**src/rtl/qms_pkg.sv**
```systemverilog
package qms_pkg;

    typedef enum logic [1:0] {
        MODE_ROT_LEFT  = 2'b00,
        MODE_SHIFT_LEFT = 2'b01,
        MODE_ROT_RIGHT = 2'b10,
        MODE_ARITH_RIGHT = 2'b11
    } shift_mode_e;

    typedef struct packed {
        logic go_left;
        logic wrap;
        logic fill;
    } stage_ctrl_t;

endpackage

```
**src/rtl/qms_mode_decode.sv**
```systemverilog
module qms_mode_decode
    import qms_pkg::*;
(
    input  shift_mode_e mode_i,
    input  logic        sign_i,
    output stage_ctrl_t ctrl_o
);

    always_comb begin
        ctrl_o = '0;
        unique case (mode_i)
            MODE_ROT_LEFT: begin
                ctrl_o.go_left = 1'b1;
                ctrl_o.wrap    = 1'b1;
                ctrl_o.fill    = 1'b0;
            end
            MODE_SHIFT_LEFT: begin
                ctrl_o.go_left = 1'b1;
                ctrl_o.wrap    = 1'b0;
                ctrl_o.fill    = 1'b0;
            end
            MODE_ROT_RIGHT: begin
                ctrl_o.go_left = 1'b0;
                ctrl_o.wrap    = 1'b1;
                ctrl_o.fill    = 1'b0;
            end
            MODE_ARITH_RIGHT: begin
                ctrl_o.go_left = 1'b0;
                ctrl_o.wrap    = 1'b0;
                ctrl_o.fill    = sign_i;
            end
            default: ctrl_o = '0;
        endcase
    end

    // the fill bit is zero in every mode except the arithmetic right shift
    always_comb begin
        if (mode_i != MODE_ARITH_RIGHT)
            assert_fill_zero_R5: assert (ctrl_o.fill == 1'b0)
                else $error("fill bit set outside arithmetic mode");
    end

endmodule

```
**src/rtl/qms_stage.sv**
```systemverilog
module qms_stage
    import qms_pkg::*;
#(
    parameter int WIDTH = 16,
    parameter int DIST  = 1
) (
    input  logic [WIDTH-1:0] din,
    input  logic             enable,
    input  stage_ctrl_t      ctrl,
    output logic [WIDTH-1:0] dout
);

    logic [DIST-1:0] left_in;
    logic [DIST-1:0] right_in;

    always_comb begin
        left_in  = ctrl.wrap ? din[WIDTH-1 -: DIST] : {DIST{ctrl.fill}};
        right_in = ctrl.wrap ? din[DIST-1:0]        : {DIST{ctrl.fill}};
        if (!enable)
            dout = din;
        else if (ctrl.go_left)
            dout = {din[WIDTH-1-DIST:0], left_in};
        else
            dout = {right_in, din[WIDTH-1:DIST]};
    end

    // a rotating stage never creates or loses a 1 bit
    always_comb begin
        if (ctrl.wrap)
            assert_stage_popcount_R8: assert ($countones(dout) == $countones(din))
                else $error("stage changed the number of ones while rotating");
    end

endmodule

```
**src/rtl/quad_mode_shifter.sv**
```systemverilog
module quad_mode_shifter
    import qms_pkg::*;
#(
    parameter int WIDTH = 16,
    localparam int AMT_W = $clog2(WIDTH)
) (
    input  logic [WIDTH-1:0] data_i,
    input  logic [AMT_W-1:0] amount_i,
    input  logic [1:0]       mode_i,
    output logic [WIDTH-1:0] result_o
);

    stage_ctrl_t      ctrl;
    shift_mode_e      mode;
    logic [WIDTH-1:0] chain [AMT_W+1];
    logic [WIDTH-1:0] lo_mask;
    logic [WIDTH-1:0] hi_mask;

    assign mode     = shift_mode_e'(mode_i);
    assign chain[0] = data_i;

    qms_mode_decode u_decode (
        .mode_i (mode),
        .sign_i (data_i[WIDTH-1]),
        .ctrl_o (ctrl)
    );

    for (genvar s = 0; s < AMT_W; s++) begin : g_stage
        qms_stage #(
            .WIDTH (WIDTH),
            .DIST  (1 << s)
        ) u_stage (
            .din    (chain[s]),
            .enable (amount_i[s]),
            .ctrl   (ctrl),
            .dout   (chain[s+1])
        );
    end

    assign result_o = chain[AMT_W];

    assign lo_mask = ~({WIDTH{1'b1}} << amount_i);
    assign hi_mask = ~({WIDTH{1'b1}} >> amount_i);

    always_comb begin
        // zero distance is a pass-through
        if (amount_i == '0)
            assert_zero_amount_pass_R6: assert (result_o == data_i)
                else $error("zero amount altered operand");
        // rotates conserve the count of ones
        if (mode == MODE_ROT_LEFT || mode == MODE_ROT_RIGHT)
            assert_rotate_popcount_R8: assert ($countones(result_o) == $countones(data_i))
                else $error("rotate changed the number of ones");
        // vacated low bits are zero
        if (mode == MODE_SHIFT_LEFT)
            assert_shl_low_zero_R3: assert ((result_o & lo_mask) == '0)
                else $error("left shift left ones in vacated bits");
        // vacated high bits copy the sign
        if (mode == MODE_ARITH_RIGHT)
            assert_sra_sign_fill_R5: assert ((result_o & hi_mask) == (data_i[WIDTH-1] ? hi_mask : '0))
                else $error("arithmetic shift filled with wrong bit");
    end

endmodule

```
**config.mk**
```make
export PLATFORM = sky130hd
export DESIGN_NAME = quad_mode_shifter
export DESIGN_NICKNAME = d
export VERILOG_FILES = /design/src/rtl/qms_pkg.sv /design/src/rtl/qms_mode_decode.sv /design/src/rtl/qms_stage.sv /design/src/rtl/quad_mode_shifter.sv
export SDC_FILE = /design/constraint.sdc
export NUM_CORES = 1
export LEC_CHECK = 0
export BUFFER_PORTS_ARGS = -buffer_cell sky130_fd_sc_hd__buf_2
export CAP_MARGIN = 20
export CORE_ASPECT_RATIO = 1.75
export CORE_MARGIN = 2
export CORE_UTILIZATION = 60
export DETAILED_ROUTE_END_ITERATION = 10
export PLACE_DENSITY = 0.84
export SLEW_MARGIN = 25
export SYNTH_ARGS = -nofsm -noshare
export SYNTH_HDL_FRONTEND = slang
export SYNTH_SLANG_ARGS = --single-unit
```
**constraint.sdc**
```tcl
create_clock -name vclk -period 3.6
set_input_delay 0 -clock vclk [all_inputs]
set_output_delay 0 -clock vclk [all_outputs]
set_load 0.005 [all_outputs]
```
# == Word level (Yosys, flattened, before mapping) ==
# Cells that the tools add are included.
# classes
n_eq_ne,3
mux,17
n_reduce_logical,1
# ops
operator,n
$mux 16,8
$mux 8,2
$pmux 3 s4,1
$mux 4,2
$eq 2x2->1 const B,2
$mux 2,2
$eq 2x1->1 const B,1
$logic_not 2->1,1
$mux 1,2
# totals
register_bits,0
in_bits,22

# == Logic depth before layout (Yosys ltp) ==
# logic_depth
word_depth,14
depth_mapped,9
mapped_depth_nobuf,5

# == Hierarchy ==
# From an unflattened synthesis, not the netlist that was laid out.
# hier_totals
cells_unflattened,236
area_unflattened_um2,1580.3
# modules_own_cells
module,n_inst,cells_each,area_per_inst_um2,seq_area_each_um2
qms_stage at g_stage[2].u_stage,1,59,432.9,0.0
qms_stage at g_stage[1].u_stage,1,60,411.6,0.0
qms_stage at g_stage[0].u_stage,1,57,370.4,0.0
qms_stage at g_stage[3].u_stage,1,57,351.6,0.0
qms_mode_decode,1,3,13.8,0.0

# == Worst setup path before layout ==
# No wires, ideal clock.
# synth_path
kind,in2out
startpoint,input amount_i[1]
endpoint,output result_o[8]
t_arrival_ns,1.378
required_time_ns,3.600
setup_slack_ns,2.222
cell_stages,7
path_buffers,3
path_cell_list,clkbuf_2 buf_4 buf_2 a211o_1 a22o_1 a211o_1 a32oi_1
# synth_between
elab_chain_len,7
# synth_rtl
element,line,text
"start, declared",quad_mode_shifter.sv:8,"input logic [AMT_W-1:0] amount_i,"
$mux 16 *,qms_stage.sv:19,if (!enable)
$mux 4,qms_stage.sv:17,left_in = ctrl.wrap ? din[WIDTH-1 -: DIST] : {DIST{ctrl.fill}};
$mux 16,qms_stage.sv:21,else if (ctrl.go_left)
$mux 16 *,qms_stage.sv:19,
$mux 8,qms_stage.sv:18,right_in = ctrl.wrap ? din[DIST-1:0] : {DIST{ctrl.fill}};
$mux 16,qms_stage.sv:21,
$mux 16 *,qms_stage.sv:19,
"end, declared",quad_mode_shifter.sv:10,output logic [WIDTH-1:0] result_o
# Mark *: on every way between the ends. The rest lies on a longest branch, timed or not.

# == Worst setup path after layout ==
# layout_path
startpoint,input amount_i[1]
endpoint,output result_o[13]
# layout_between
elab_chain_len,6
# layout_rtl
element,line
$mux 16 *,qms_stage.sv:19
$mux 16,qms_stage.sv:21
$mux 16 *,qms_stage.sv:19
$mux 8,qms_stage.sv:18
$mux 16,qms_stage.sv:21
$mux 16 *,qms_stage.sv:19
# Marks and branches as above.

==> results.py <==
metrics = {
    "logic_synthesis": {
        "synth_area_sq_um": 2240,
        "synthMuxAreaShare": 0.298,
        "synth_top_family_by_area": "compound AO/OA/AOI/OAI gates",
        "syn_inst": 305,
        "synth_cell_type_count": 59,
        "yosysTopAreaCellShare": 0.130,
        "synth_warnings": 0,
        "synth_adder_area_share": 0,
        "synth_area_per_cell_sq_um": 7.36,
        "synth_seq_area_share": 0,
        "synth_xor_xnor_area_share": 0,
        "synth_compound_area_frac": 0.402,
        "synth-simple-area-share": 0.197,
        "synth_nets": 327,
        "synth_top_cell_by_area": "mux4_2",
        "ys_top_cells_by_area": "mux4_2, mux2i_1, mux2_2",
    },
    "placed_design": {
        "portBuffers": 38,
        "post-place-ws_ns": 1.26,
        "dp_hpwl_mm": 5.82,
        "globalplace.congestion": 0.986,
    },
    "critical_path": {
        "cp_num_buf_inv": 3,
        "cp-end-kind": "output port",
        "critPathTopFamily": "buffers and inverters",
        "required_ns": 3.60,
        "critical_path_class": "input port to output port",
        "path_cells": "buf_2 > inv_1 > a21o_1 > a211oi_1 > nor3_1 > o22a_1 > buf_2",
        "critPathLaunchType": "input port",
        "arrival_ns": 2.40,
        "slowest_delay_ns": 0.64,
        "critPathSlowestCell": "buf_2",
        "path_max_fanout": 41,
        "cp_common_cell": "buf_2",
    },
    "finish": {
        "drive_gt1_frac": 0.261,
        "diodes": 0,
        "regArea_sq_um": 0,
        "clkbuf_count": 0,
        "fin_nets": 334,
        "final_common_cell": "buf_2",
        "areaGrowthSynthToFinish_pct": 3.40,
        "final_cell_mix": "buf_2, a21oi_1, nand2_1",
        "utilization": 0.646,
        "design.seq.count": 0,
    },
    "hold_path": {
        "hp-class": "input port to output port",
    },
    "power_and_ir_drop": {
        "power.internal_uw": 154,
        "p_leak_nw": 0.945,
        "p_comb_frac": 1.000,
        "p_sw_uw": 208,
        "ir_drop_v": 0.000111,
        "pwr-share-seq": 0,
        "power_density_nw_per_um2": 156,
        "p_sw_frac": 0.575,
        "clock_power_share": 0,
    },
    "route": {
        "drc": 0,
        "wl_per_cell_microns": 22.1,
        "vias": 2714,
        "avgViaCountPerCell": 7.62,
        "firstDrtPassIters": 5,
        "ant_nets": 0,
        "drt_iter0_markers": 221,
        "wl_mm": 7.88,
    },
    "timing": {
        "timing.hold.ws_ns": 0.492,
        "fmax_mhz": 416,
        "final.setup.worst_slack_ns": 1.20,
        "tns_ns": 0,
        "period_minus_slack_ns": 2.40,
        "hold_viol_final": 0,
        "relSlewSlack": 0.358,
        "fin_crit_sh": 0.668,
        "rsz0062_at_grt": "false",
        "setup_violations": 0,
        "tightest_slew_ns": 0.962,
        "slew_viol_final": 0,
    },
    "die": {
        "die_x_microns": 50.2,
        "coreArea_sq_um": 3590,
        "start_util": 0.625,
        "dieArea_sq_um": 4270,
        "io_pins": 38,
        "row_count": 29,
        "die_h_microns": 84.9,
    },
    "grt": {
        "grt_max_degree": 52,
        "grt_pass1_wl_mm": 13.0,
        "first_global_vias": 2490,
        "overflow": 0,
        "antenna_found_initial": 0,
        "grt_use_total": 0.381,
    },
    "clock_network": {
        "post_cts_buffers": 0,
        "cts_hold_buf": 0,
        "ctsResizeCount": 0,
    },
    "outcome": {
        "outcome": "completed",
    },
    "run": {
        "cap_violations": 0,
    },
}
[final timing paths]
path  depth (start not counted)  slack (ns)           end         from
max                           7        1.20  result_o[13]  amount_i[1]
min                           3        0.49  result_o[15]  amount_i[3]
[power groups by stage]
stage                     clock (mW)  sequential [mW]  combinational (mW)
final                              0                0               0.362
after global routing               0                0               0.391
after CTS                          0                0               0.353
after detailed placement           0                0               0.351
after global placement             0                0               0.348
after floorplan                    0                0               0.260
[synth_stat cells (all sizes together), types with 6 or more instances]
library cell and number:
nor3 7, nor2 20, a21o 7, a21oi 25, mux2 17, and2 6, mux4 13, nand2b 6
buf 21, o21ai 11, nand2 23, o211ai 7, clkbuf 15, nand3 6, mux2i 18, a211oi 17
a211o 9, inv 10
[logic make-up after synthesis]
logic type      after synthesis
compound gates              123
simple gates                 88
mux                          48
buf+inv                      46
[area by class of cell]
class                           count  area (sq um)
Tap cell                           46          57.6
Timing Repair Buffer               41           213
Multi-Input combinational cell    259          2010
Fill cell                         346          1270
Inverter                           10          37.5
[per-layer routing]
| layer | track usage | part of all wire |
|---|---|---|
| met3 | 0.0458 | 0.10 |
| met5 | 0 | 0 |
| met1 | 0.495 | 0.36 |
| met2 | 0.626 | 0.48 |
| met4 | 0.159 | 0.053 |
[through the flow]
stage	instance area [sq um]	power (mW)	std cells
2_1_floorplan	2240	0.260	305
3_3_place_gp	2320	0.348	356
3_5_place_dp	2320	0.351	356
4_1_cts	2320	0.353	356
5_1_grt	2320	0.391	356
6_report	2320	0.362	356
(Power assumes the default switching activity.)
